<file path="src/rtl/chr_map_pkg.sv">
package chr_map_pkg;
  localparam int BANK_W     = 8;   // bank number width
  localparam int OFF_W      = 10;  // 1 KB offset width
  localparam int SLOT_W     = 3;   // eight slots
  localparam int PAGE_W     = 3;   // 8 KB of character RAM
  localparam int NUM_WIDE   = 2;
  localparam int NUM_NARROW = 4;
  localparam int FLAG_BIT   = 6;
  localparam int PAIR_BASE  = 8;
  localparam int SWAP_BIT   = 7;

  typedef enum logic [1:0] {
    ROUTE_FLAG     = 2'd0,
    ROUTE_RAM_ONLY = 2'd1,
    ROUTE_PAIR     = 2'd2,
    ROUTE_FLAG_ALT = 2'd3
  } route_mode_e;
endpackage

</file>
<file path="src/rtl/chr_bank_regs.sv">
module chr_bank_regs
  import chr_map_pkg::*;
#(
  parameter int BW  = BANK_W,
  parameter int NW  = NUM_WIDE,
  parameter int NN  = NUM_NARROW,
  parameter int SB  = SWAP_BIT,
  localparam int CTRL_SEL = NW + NN,
  localparam int SEL_W    = $clog2(CTRL_SEL + 1)
) (
  input  logic                  clk,
  input  logic                  rst_n,
  input  logic                  wr_en,
  input  logic [SEL_W-1:0]      wr_sel,
  input  logic [BW-1:0]         wr_data,
  output logic [NW-1:0][BW-1:0] wide_q,
  output logic [NN-1:0][BW-1:0] narrow_q,
  output logic                  swap_q
);
  logic [NW-1:0][BW-1:0] wide_d;
  logic [NN-1:0][BW-1:0] narrow_d;
  logic                  swap_d;

  // next-state
  always_comb begin
    wide_d   = wide_q;
    narrow_d = narrow_q;
    swap_d   = swap_q;
    if (wr_en) begin
      for (int i = 0; i < NW; i++)
        if (int'(wr_sel) == i) wide_d[i] = wr_data;
      for (int j = 0; j < NN; j++)
        if (int'(wr_sel) == NW + j) narrow_d[j] = wr_data;
      if (int'(wr_sel) == CTRL_SEL) swap_d = wr_data[SB];
    end
  end

  // state registers
  always_ff @(posedge clk or negedge rst_n) begin
    if (!rst_n) begin
      wide_q   <= '0;
      narrow_q <= '0;
      swap_q   <= 1'b0;
    end else begin
      wide_q   <= wide_d;
      narrow_q <= narrow_d;
      swap_q   <= swap_d;
    end
  end

  // no strobe, no change
  assert_hold_no_write_R9: assert property (@(posedge clk) disable iff (!rst_n)
    !wr_en |=> ($stable(wide_q) && $stable(narrow_q) && $stable(swap_q)));

  // control write keeps only the swap bit
  assert_swap_from_ctrl_R5: assert property (@(posedge clk) disable iff (!rst_n)
    (wr_en && int'(wr_sel) == CTRL_SEL) |=> (swap_q == $past(wr_data[SB])));
endmodule

</file>
<file path="src/rtl/chr_slot_bank.sv">
module chr_slot_bank
  import chr_map_pkg::*;
#(
  parameter int BW = BANK_W,
  parameter int NW = NUM_WIDE,
  parameter int NN = NUM_NARROW,
  parameter int SW = SLOT_W,
  localparam int NUM_SLOTS = 1 << SW,
  localparam int HALF      = NUM_SLOTS / 2
) (
  input  logic [NW-1:0][BW-1:0] wide_q,
  input  logic [NN-1:0][BW-1:0] narrow_q,
  input  logic                  swap,
  input  logic [SW-1:0]         slot,
  output logic [BW-1:0]         bank
);
  // bank table in unswapped order: wide pairs low, narrow high
  logic [NUM_SLOTS-1:0][BW-1:0] table_w;

  for (genvar g = 0; g < NUM_SLOTS; g++) begin : g_slot
    if (g < HALF) begin : g_wide
      assign table_w[g] = wide_q[g / 2] + BW'(g % 2);
    end else begin : g_narrow
      assign table_w[g] = narrow_q[g - HALF];
    end
  end

  // swapping the halves is a flip of the slot's top bit
  logic [SW-1:0] eff_slot;
  always_comb begin
    eff_slot = slot;
    eff_slot[SW-1] = slot[SW-1] ^ swap;
  end

  assign bank = table_w[eff_slot];
endmodule

</file>
<file path="src/rtl/chr_route.sv">
module chr_route
  import chr_map_pkg::*;
#(
  parameter int BW    = BANK_W,
  parameter int OW    = OFF_W,
  parameter int PW    = PAGE_W,
  parameter int FB    = FLAG_BIT,
  parameter int PBASE = PAIR_BASE,
  localparam int PHYS_W = BW + OW
) (
  input  logic [BW-1:0]     bank,
  input  route_mode_e       mode,
  input  logic [OW-1:0]     offset,
  output logic              use_ram,
  output logic [PHYS_W-1:0] phys_addr
);
  logic [PW-1:0] page;

  always_comb begin
    use_ram = 1'b0;
    page    = bank[PW-1:0];
    unique case (mode)
      ROUTE_FLAG, ROUTE_FLAG_ALT: use_ram = bank[FB];
      ROUTE_RAM_ONLY:             use_ram = 1'b1;
      ROUTE_PAIR: begin
        if (bank == BW'(PBASE) || bank == BW'(PBASE + 1)) begin
          use_ram = 1'b1;
          page    = PW'(bank - BW'(PBASE));
        end
      end
    endcase
  end

  always_comb begin
    if (use_ram) phys_addr = {{(BW - PW){1'b0}}, page, offset};
    else         phys_addr = {bank, offset};
  end
endmodule

</file>
<file path="src/rtl/chr_bank_mapper.sv">
module chr_bank_mapper
  import chr_map_pkg::*;
#(
  parameter int BW = BANK_W,
  parameter int OW = OFF_W,
  parameter int SW = SLOT_W,
  parameter int PW = PAGE_W,
  parameter int NW = NUM_WIDE,
  parameter int NN = NUM_NARROW,
  localparam int SEL_W  = $clog2(NW + NN + 1),
  localparam int PAT_W  = OW + SW + 1,
  localparam int PHYS_W = BW + OW
) (
  input  logic              clk,
  input  logic              rst_n,
  input  logic              wr_en,
  input  logic [SEL_W-1:0]  wr_sel,
  input  logic [BW-1:0]     wr_data,
  input  logic [1:0]        route_mode,
  input  logic [PAT_W-1:0]  pat_addr,
  output logic [PHYS_W-1:0] phys_addr,
  output logic              use_ram
);
  // reset: asserted asynchronously, released on the clock
  logic [1:0] rst_sync;
  always_ff @(posedge clk or negedge rst_n) begin
    if (!rst_n) rst_sync <= 2'b00;
    else        rst_sync <= {rst_sync[0], 1'b1};
  end
  logic rst_n_int;
  assign rst_n_int = rst_sync[1];

  logic [NW-1:0][BW-1:0] wide_q;
  logic [NN-1:0][BW-1:0] narrow_q;
  logic                  swap_q;
  logic [BW-1:0]         bank;
  route_mode_e           mode;

  assign mode = route_mode_e'(route_mode);

  chr_bank_regs #(.BW(BW), .NW(NW), .NN(NN)) u_regs (
    .clk(clk), .rst_n(rst_n_int), .wr_en(wr_en), .wr_sel(wr_sel),
    .wr_data(wr_data), .wide_q(wide_q), .narrow_q(narrow_q), .swap_q(swap_q)
  );

  chr_slot_bank #(.BW(BW), .NW(NW), .NN(NN), .SW(SW)) u_slot (
    .wide_q(wide_q), .narrow_q(narrow_q), .swap(swap_q),
    .slot(pat_addr[OW +: SW]), .bank(bank)
  );

  chr_route #(.BW(BW), .OW(OW), .PW(PW)) u_route (
    .bank(bank), .mode(mode), .offset(pat_addr[OW-1:0]),
    .use_ram(use_ram), .phys_addr(phys_addr)
  );

  // RAM fetches carry no bits above the page
  assert_ram_upper_zero_R10: assert property (@(posedge clk) disable iff (!rst_n_int)
    use_ram |-> (phys_addr[PHYS_W-1:OW+PW] == '0));

  // RAM-only boards never fetch from ROM
  assert_ram_only_R7: assert property (@(posedge clk) disable iff (!rst_n_int)
    (mode == ROUTE_RAM_ONLY) |-> use_ram);

  // pair policy reaches only RAM pages 0 and 1
  assert_pair_pages_R8: assert property (@(posedge clk) disable iff (!rst_n_int)
    (mode == ROUTE_PAIR && use_ram) |-> (phys_addr[OW+PW-1:OW+1] == '0));
endmodule

</file>
<file path="config.mk">
export PLATFORM = sky130hd
export DESIGN_NAME = chr_bank_mapper
export DESIGN_NICKNAME = d
export VERILOG_FILES = /design/src/rtl/chr_map_pkg.sv /design/src/rtl/chr_bank_regs.sv /design/src/rtl/chr_slot_bank.sv /design/src/rtl/chr_route.sv /design/src/rtl/chr_bank_mapper.sv
export SDC_FILE = /design/constraint.sdc
export NUM_CORES = 1
export LEC_CHECK = 0
export BUFFER_PORTS_ARGS = -buffer_cell sky130_fd_sc_hd__buf_4
export CAP_MARGIN = 0
export CORE_UTILIZATION = 35
export CTS_BUF_LIST = sky130_fd_sc_hd__clkbuf_4
export DETAILED_ROUTE_END_ITERATION = 7
export PLACE_DENSITY = 0.61
export SLEW_MARGIN = 20
export SYNTH_ARGS = -nofsm -noshare
export SYNTH_HDL_FRONTEND = slang
export SYNTH_SLANG_ARGS = --single-unit
</file>
<file path="constraint.sdc">
create_clock -name clk -period 2.1 [get_ports clk]
set_input_delay 0.21 -clock clk [delete_from_list [all_inputs] [get_ports clk]]
set_output_delay 0.21 -clock clk [all_outputs]
set_load 0.02 [all_outputs]
</file>
==> flow_summary.json, run 1 <==
{
  "met3WireLength_um": 230,
  "num_antenna_cells": 0,
  "synth_edf_count": 0,
  "reg2reg_from": "u_regs.wide_q[0]",
  "worst_pin_slew_ns": 0.633,
  "postPlaceCellArea_sq_um": 3300,
  "dp_hpwl_um": 4580,
  "yosys_warnings": 0,
  "clock_power_share_pct": 15.2,
  "fillers": 719,
  "critPathCaptureType": "output pin",
  "p_leak_nw": 1.47,
  "highest-signal-layer": "met4",
  "syn_area_sq_um": 2800,
  "ys_ff_latch": 51,
  "track_usage_pct": 15.7,
  "drv_slew": 0,
  "crit_path_start": "u_regs.wide_q[8]",
  "peakVddDrop_mv": 0.327,
  "ys_seq_area_share_pct": 45.6,
  "worst_slack_ns": -0.668,
  "ys.flop_type": "dfrtp_1",
  "p_switching_mw": 0.939,
  "hold_path.class": "input port to register",
  "cts_tree": "done",
  "io_buffers": 27,
  "drt-wirelength-per-cell_um": 16.5,
  "rows": 32,
  "switching_share_pct": 32.7,
  "outcome": "finished, violations left",
  "finalSetupViolCount": 8,
  "vias": 1931,
  "stdcell_area_sq_um": 3440,
  "ant_nets": 0,
  "clockBufferDepth": 2,
  "maxSlewHeadroom_pct": 57.8,
  "synthesis.instances": 218,
  "max_freq_ghz": 0.361,
  "met1_length_um": 2990,
  "design.die.area_sq_um": 8360,
  "drt-pass1-iter-count": 4,
  "synthToLayoutAreaGrowth_pct": 22.8,
  "start_kind": "register",
  "pwr-share-comb_pct": 38.6,
  "fin_nets": 308,
  "crit_arrival_ns": 2.56,
  "final_cells": 377,
  "path_class": "register to output pin",
  "synth_cell_type_count": 44,
  "grt_pass1_vias": 1912,
  "start_util_pct": 36.2,
  "core_area_sq_um": 7730,
  "clock_latency_ns": 0.37,
  "placed_cells": 367,
  "hold_viol_final": 0,
  "p_int_mw": 1.93,
  "cts_buffers": 5,
  "via_per_inst": 5.12,
  "drc": 0,
  "avgSynthCellArea_sq_um": 12.8,
  "synth_nets": 252,
  "wl_um": 6200,
  "max_cap_viol_count": 0,
  "antenna_found_initial": 0,
  "gp_congestion": 0.881,
  "grt_pass1_wl_um": 10100,
  "drive_above_1_share_pct": 53.1,
  "die_y_um": 91.4,
  "path_max_fanout": 2,
  "required_ns": 1.89,
  "die_x_um": 91.4,
  "root_buffer": "clkbuf_4",
  "final_util_pct": 44.5,
  "grt_setup_unrepaired": "yes",
  "powerDensity_nw_per_um2": 836,
  "async_flop_share_pct": 100,
  "grt_remaining_overflow": 0,
  "wl_met2_um": 2880,
  "num_io_pins": 49,
  "drtIter0Drc": 137,
  "grt_start_max_net_pins": 50,
  "min_from": "wr_data[5]",
  "skew_ns": 0.0182,
  "place_ws_ns": -0.363,
  "failed_checks": "negative setup slack",
  "path_clk_slew_ns": 0.16,
  "h-tree-depth": 2,
  "period_share_pct": 132,
  "power_frac_seq_pct": 46.2,
  "period_needed_ns": 2.77,
  "numClockSinks": 51
}
-- registers in the layout (all words and copies together) (netlist names) --
register         flops
u_regs.narrow_q     32
u_regs.wide_q       16
rst_sync             2
u_regs.swap_q        1
-- timing repair --
item	4_1_cts	5_1_grt
setup buffers	0	1
resized for setup	9	9
endpoints found under the hold margin	2	0
pin swaps	2	3
hold buffers	1	0
setup endpoints to repair	8	8
-- worst max-delay path, stage by stage (launching register included) --
cell     delay, ns
dfrtp_1       0.44
ha_4          0.24
mux4_2        0.51
o41ai_2       0.26
buf_4         0.18
nand4_1       0.10
nor4_2        0.19
a21o_1        0.17
buf_6         0.11
-- cells by family after synthesis --
logic type | count (synthesis) | share of synthesized area (%)
xor+xnor | 9 | 2.82
mux | 62 | 29.0
flops | 51 | 45.6
simple gates | 49 | 10.5
compound gates | 22 | 5.72
fa+ha+maj | 4 | 1.79
other cells | 1 | 0.134
buf+inv | 20 | 4.47
-- synth_stat cells (4+ instances only) --
cell type,instances,area (sq um)
a21oi_1,5,25.0
nor2_1,5,18.8
buf_4,11,82.6
mux4_1,4,105
nor3_1,5,25.0
ha_1,4,50.1
nand4_1,7,43.8
xnor2_1,6,52.6
mux4_2,5,113
dfrtp_1,51,1280
nand2_1,13,48.8
o21ai_0,4,20.0
mux2_2,50,563
-- per-stage QoR --
step | hold slack, ns | total power, mW | TNS [ns]
finish | 0.103 | 2.87 | -2.52
floorplan | -0.0856 | 1.97 | -0.0933
global route | 0.0806 | 3.05 | -3.40
global placement | -0.00752 | 2.35 | -0.791
detailed placement | -0.00647 | 2.38 | -1.01
CTS | 0.0975 | 2.85 | -2.32
-- placed cells by master (no fill, tap or decap), drive strengths merged, types with 3 or more instances in the layout --
| master | n |
|---|---|
| ha | 4 |
| dfrtp | 51 |
| mux2i | 3 |
| a21oi | 5 |
| nor2b | 3 |
| buf | 65 |
| clkbuf | 5 |
| nor3 | 7 |
| xor2 | 3 |
| inv | 3 |
| nand4b | 3 |
| o21ai | 5 |
| mux2 | 50 |
| nor2 | 5 |
| nand2 | 13 |
| xnor2 | 6 |
| mux4 | 9 |
| nand4 | 7 |
-- routing by layer --
metal  up-vias  global-route usage (%)
met5         -                       0
met3        11                    2.26
li1        911                       -
met4         0                    5.03
met1       956                    22.7
met2        53                    24.0
-- final timing paths --
check                      cells past startpoint                   to  slack (ns)
max reg2reg                                    2     u_regs.wide_q[0]        1.15
min reg2reg                                    1  u_regs.narrow_q[20]        0.35
min                                            2  u_regs.narrow_q[13]        0.10
min in group asynchronous                      2          rst_sync[1]        0.15
max                                            8              use_ram       -0.67
max in group asynchronous                      1   u_regs.narrow_q[2]        1.31
-- layout make-up --
type	instances	area, sq um	area share, %
multi-input combinational	147	1460	42.5
sequential	51	1280	37.2
timing repair buffer	66	509	14.8
tap	102	128	3.71
clock buffer	5	37.5	1.09
clock inverter	3	15.0	0.437
inverter	3	11.3	0.328
-- power groups by stage --
stage / logic [mW] / registers (mW) / clock network (mW)
after CTS: 1.09 / 1.32 / 0.450
final: 1.11 / 1.33 / 0.437
after detailed placement: 1.04 / 1.34 / 0
after floorplan: 0.650 / 1.32 / 0
after global placement: 1.02 / 1.33 / 0
after global routing: 1.20 / 1.35 / 0.494
No activity file was read; power rests on OpenSTA's default activity.
==> run 2, diff against run 1 <==
--- a/config.mk
+++ b/config.mk
@@ -7,6 +7,7 @@
 export LEC_CHECK = 0
 export BUFFER_PORTS_ARGS = -buffer_cell sky130_fd_sc_hd__buf_4
 export CAP_MARGIN = 0
+export CORE_ASPECT_RATIO = 1.75
 export CORE_UTILIZATION = 35
 export CTS_BUF_LIST = sky130_fd_sc_hd__clkbuf_4
 export DETAILED_ROUTE_END_ITERATION = 7
==> run 2 against run 1 <==
Net effect:
- the run still ends with negative setup slack left
- cell count decreased by 4.8%
- core utilization down 0.22 points
- clock skew fell by 0.0011 ns
- combinational power is essentially flat
- sequential power hardly changed
- register-to-register slack is essentially flat
- via count shrank 0.88%
- sequential share of layout area is 0.45 points higher
- setup slack improved by 0.11 ns
- critical path depth decreased by 1
- largest power group unchanged
==> flow_summary.json, run 2 (synthesis gave the netlist of run 1 again) <==
{
  "outcome": "finished, violations left",
  "failed_checks": "negative setup slack",
  "cp_num_buf_inv": 1,
  "start_util_pct": 36.5,
  "path_max_fanout": 2,
  "wl_um": 6100,
  "grt_pass1_vias": 2081,
  "r2r-end": "u_regs.wide_q[3]",
  "required_ns": 1.89,
  "gp_congestion": 0.759,
  "antenna_found_initial": 1,
  "period_needed_ns": 2.66,
  "cts_tree": "done",
  "drv_slew": 0,
  "crit_path_start": "u_regs.wide_q[8]",
  "path_clk_slew_ns": 0.15,
  "crit_slowest_cell": "mux4_2",
  "numClockSinks": 51,
  "crit_arrival_ns": 2.45,
  "skew_ns": 0.0170,
  "max_freq_ghz": 0.376,
  "worst_pin_slew_ns": 0.582,
  "grt_start_max_net_pins": 28,
  "stdcell_area_sq_um": 3400,
  "mostFrequentLayoutCell": "buf_4",
  "maxSlewHeadroom_pct": 61.2,
  "h-tree-depth": 2,
  "design.die.area_sq_um": 8380,
  "largest_reg_flops": 32,
  "track_usage_pct": 16.1,
  "met1_length_um": 2330,
  "max_stage_delay_ns": 0.51,
  "min_to": "u_regs.narrow_q[0]",
  "met3WireLength_um": 145,
  "final_cells": 359,
  "p_leak_nw": 1.46,
  "fin_nets": 303,
  "placed_cells": 346,
  "place_ws_ns": -0.258,
  "r2r_setup_slack_ns": 1.15,
  "powerDensity_nw_per_um2": 845,
  "finalSetupViolCount": 7,
  "clock_latency_ns": 0.38,
  "ant_nets": 0,
  "synthToLayoutAreaGrowth_pct": 21.3,
  "fillers": 747,
  "drive_above_1_share_pct": 52.2,
  "cts_buffers": 5,
  "peakVddDrop_mv": 0.516,
  "rr_worst_depth": 2,
  "min_from": "wr_data[0]",
  "core_area_sq_um": 7670,
  "root_buffer": "clkbuf_4",
  "grt_setup_unrepaired": "yes",
  "grt_pass1_wl_um": 10300,
  "clockBufferDepth": 2,
  "critPathCaptureType": "output pin",
  "path_class": "register to output pin",
  "drc": 0,
  "rows": 42,
  "max_cap_viol_count": 0,
  "vias": 1914,
  "crit_family": "multiplexers",
  "die_x_um": 69.6,
  "hold_path.class": "input port to register",
  "die_y_um": 120,
  "p_total_mw": 2.87,
  "num_io_pins": 49,
  "top_regs": "u_regs.narrow_q x32, u_regs.wide_q x16, rst_sync x2",
  "drt-wirelength-per-cell_um": 17.0,
  "layout_common_cells": "buf_4 (56), mux2_2 (50), dfrtp_1 (50)",
  "hold_depth": 2,
  "largest-register": "u_regs.narrow_q",
  "worst_slack_ns": -0.563,
  "hold_viol_final": 0,
  "drtIter0Drc": 68,
  "postPlaceCellArea_sq_um": 3230,
  "reg2reg_from": "u_regs.wide_q[3]",
  "io_buffers": 27,
  "period_share_pct": 127,
  "path_cells": "ha_1 > mux4_2 > o41ai_4 > nand4_1 > nor4_2 > a21o_1 > buf_6",
  "dp_hpwl_um": 4750,
  "start_kind": "register",
  "wl_met2_um": 3430,
  "via_per_inst": 5.33,
  "drt-pass1-iter-count": 4,
  "highest-signal-layer": "met4",
  "grt_remaining_overflow": 0
}
run 2: cell types whose count changed in the layout (fill, tap and decap cells not counted), sizes merged:
cell    previous run  this run
clkinv             2         1
diode              0         1
clkbuf             5         6
buf               65        60
run 2: worst max path at each step:
| stage | cells past startpoint | to | slack (ns) |
|---|---|---|---|
| 6_report | 7 | use_ram | -0.56 |
| 5_1_grt | 7 | use_ram | -0.71 |
| 4_1_cts | 7 | use_ram | -0.60 |
| 3_5_place_dp | 7 | use_ram | -0.26 |
| 3_3_place_gp | 7 | use_ram | -0.24 |
| 2_1_floorplan | 6 | use_ram | -0.07 |
run 2: final cells by class:
class | count | area (sq um) | share of cell area [%]
inverter | 3 | 11.3 | 0.331
timing repair buffer | 61 | 475 | 14.0
clock inverter | 2 | 12.5 | 0.368
antenna | 1 | 2.50 | 0.0737
tap | 88 | 110 | 3.24
clock buffer | 6 | 45.0 | 1.33
sequential | 51 | 1280 | 37.6
multi-input combinational | 147 | 1460 | 43.1
run 2: metal layers:
metal / global-route usage (%) / up-vias
met2: 30.6 / 31
li1: - / 910
met4: 8.63 / 0
met3: 2.58 / 11
met1: 16.6 / 962
met5: 0 / -
run 2: repair_timing:
action                     CTS  global route
setup buffers                1             3
setup endpoints to repair    7             8
hold buffers                 1             0
pin swaps                    3             4
resized for setup           11             6
hold endpoints to repair     2             0
run 2: per-stage QoR:
step           util, %  hold WS [ns]  setup TNS [ns]
2_1_floorplan        -       -0.0856         -0.0933
3_3_place_gp      42.0      -0.00792          -0.436
3_5_place_dp      42.0      -0.00639          -0.482
4_1_cts           43.5        0.0792           -2.44
5_1_grt           44.3        0.0739           -3.66
6_report          44.3        0.0985           -2.43
run 2: power by group:
| part | total, mW | switching, mW | internal [mW] |
|---|---|---|---|
| Combinational | 1.09 | 0.477 | 0.616 |
| Sequential | 1.34 | 0.147 | 1.19 |
| Clock | 0.442 | 0.299 | 0.142 |
| Total | 2.87 | 0.923 | 1.95 |
==> run 3, diff against run 2 <==
--- a/config.mk
+++ b/config.mk
@@ -12,6 +12,7 @@
 export CTS_BUF_LIST = sky130_fd_sc_hd__clkbuf_4
 export DETAILED_ROUTE_END_ITERATION = 7
 export PLACE_DENSITY = 0.61
+export SKIP_LAST_GASP = 1
 export SLEW_MARGIN = 20
 export SYNTH_ARGS = -nofsm -noshare
 export SYNTH_HDL_FRONTEND = slang
==> run 3 against run 2 <==
Net effect:
- cell count is the same
- register-to-register slack is essentially flat
- sequential power is essentially flat
- the run still ends with negative setup slack left
- highest routed layer unchanged
- critical endpoint unchanged
- count of clock-buffer cells in the layout is the same
==> flow_summary.json, run 3 (synthesis gave the netlist of run 1 again) <==
{
  "rows": 42,
  "layout_common_cells": "buf_4 (57), mux2_2 (50), dfrtp_1 (50)",
  "io_buffers": 27,
  "finalSetupViolCount": 7,
  "drive_above_1_share_pct": 52.2,
  "vias": 1914,
  "max_cap_viol_count": 0,
  "start_kind": "register",
  "largest-register": "u_regs.narrow_q",
  "wl_um": 6100,
  "maxSlewHeadroom_pct": 61.2,
  "largest_reg_flops": 32,
  "drc": 0,
  "h-tree-depth": 2,
  "gp_congestion": 0.759,
  "path_clk_slew_ns": 0.15,
  "path_max_fanout": 2,
  "final_util_pct": 44.2,
  "setup_tns_ns": -2.44,
  "grt_setup_unrepaired": "yes",
  "drt-wirelength-per-cell_um": 17.0,
  "grt_start_max_net_pins": 28,
  "drt-pass1-iter-count": 4,
  "p_leak_nw": 1.45,
  "crit_arrival_ns": 2.45,
  "grt_pass1_vias": 2081,
  "max_freq_ghz": 0.375,
  "worst_slack_ns": -0.565,
  "die_y_um": 120,
  "clock_power_share_pct": 15.4,
  "p_switching_mw": 0.923,
  "antenna_found_initial": 1,
  "powerDensity_nw_per_um2": 845,
  "mostFrequentLayoutCell": "buf_4",
  "period_needed_ns": 2.66,
  "drtIter0Drc": 68,
  "root_buffer": "clkbuf_4",
  "failed_checks": "negative setup slack",
  "period_share_pct": 127,
  "cts_tree": "done",
  "grt_pass1_wl_um": 10300,
  "design.die.area_sq_um": 8380,
  "place_ws_ns": -0.258,
  "hold_path.class": "input port to register",
  "start_util_pct": 36.5,
  "synthToLayoutAreaGrowth_pct": 21.2,
  "ant_nets": 0,
  "dp_hpwl_um": 4750,
  "fillers": 747,
  "clock_latency_ns": 0.38,
  "grt_remaining_overflow": 0,
  "num_io_pins": 49,
  "path_class": "register to output pin",
  "track_usage_pct": 16.1,
  "power_frac_seq_pct": 46.6,
  "skew_ns": 0.0170,
  "cts_buffers": 5,
  "peakVddDrop_mv": 0.516,
  "fin_nets": 303,
  "pwr-share-comb_pct": 38.0,
  "required_ns": 1.89,
  "hold_viol_final": 0,
  "multiInputGateArea_sq_um": 1460,
  "r2r_setup_slack_ns": 1.15,
  "numClockSinks": 51,
  "core_area_sq_um": 7670,
  "drv_slew": 0,
  "p_int_mw": 1.95,
  "switching_share_pct": 32.2,
  "worst_pin_slew_ns": 0.582,
  "seq_area_sq_um": 1280,
  "outcome": "finished, violations left",
  "via_per_inst": 5.33,
  "clockBufferDepth": 2,
  "top_regs": "u_regs.narrow_q x32, u_regs.wide_q x16, rst_sync x2",
  "critPathCaptureType": "output pin",
  "die_x_um": 69.6
}
==> run 3: critical path, cell delays in order, from the launching register on <==
cell and delay [ns]:
dfrtp_1 0.42, ha_1 0.29, mux4_2 0.51, o41ai_4 0.22, nand4_1 0.14, nor4_2 0.21
a21o_1 0.15, buf_4 0.13
==> run 3: cell type report <==
class	instances	share of cell area, %
flip-flops and latches	51	37.6
clock inverters	2	0.369
well taps	88	3.24
clock buffers	6	1.33
diodes	1	0.0737
repair buffers	61	13.9
inverters	3	0.332
multi-input cells	147	43.1
==> run 3: worst paths after layout <==
check                            startpoint                  end  depth (start not counted)
setup / recovery           u_regs.wide_q[8]              use_ram                          7
hold / removal                   wr_data[0]   u_regs.narrow_q[0]                          2
setup reg to reg           u_regs.wide_q[3]     u_regs.wide_q[3]                          2
hold reg to reg                 rst_sync[1]  u_regs.narrow_q[20]                          0
max in group asynchronous       rst_sync[1]     u_regs.wide_q[6]                          1
min in group asynchronous             rst_n          rst_sync[1]                          2
==> run 3: routing by layer <==
metal	GRT usage (%)	vias up	wire length, um
li1	-	910	-
met1	16.6	962	2330
met2	30.6	31	3430
met3	2.58	11	147
met4	8.63	0	193
met5	0	-	0
==> run 3: power by group through the flow <==
stage / Combinational (mW) / Sequential, mW / Clock [mW]
final: 1.09 / 1.34 / 0.442
after global routing: 1.18 / 1.37 / 0.513
after CTS: 1.05 / 1.34 / 0.473
after detailed placement: 0.999 / 1.36 / 0
after global placement: 0.991 / 1.35 / 0
after floorplan: 0.650 / 1.32 / 0
==> run 3: what timing repair did <==
action                                 CTS  global route
resized for setup                       10             6
endpoints found under the hold margin    2             0
setup endpoints to repair                7             8
hold buffers                             1             0
buffers inserted                         1             3
pin swaps                                3             4
==> run 3: metrics by stage <==
stage	power, mW	hold slack [ns]	instance area [sq um]	instances
5_1_grt	3.06	0.0739	3390	359
4_1_cts	2.86	0.0792	3330	355
3_3_place_gp	2.34	-0.00792	3230	346
2_1_floorplan	1.97	-0.0856	2800	218
3_5_place_dp	2.36	-0.00639	3230	346
6_report	2.87	0.0985	3390	359
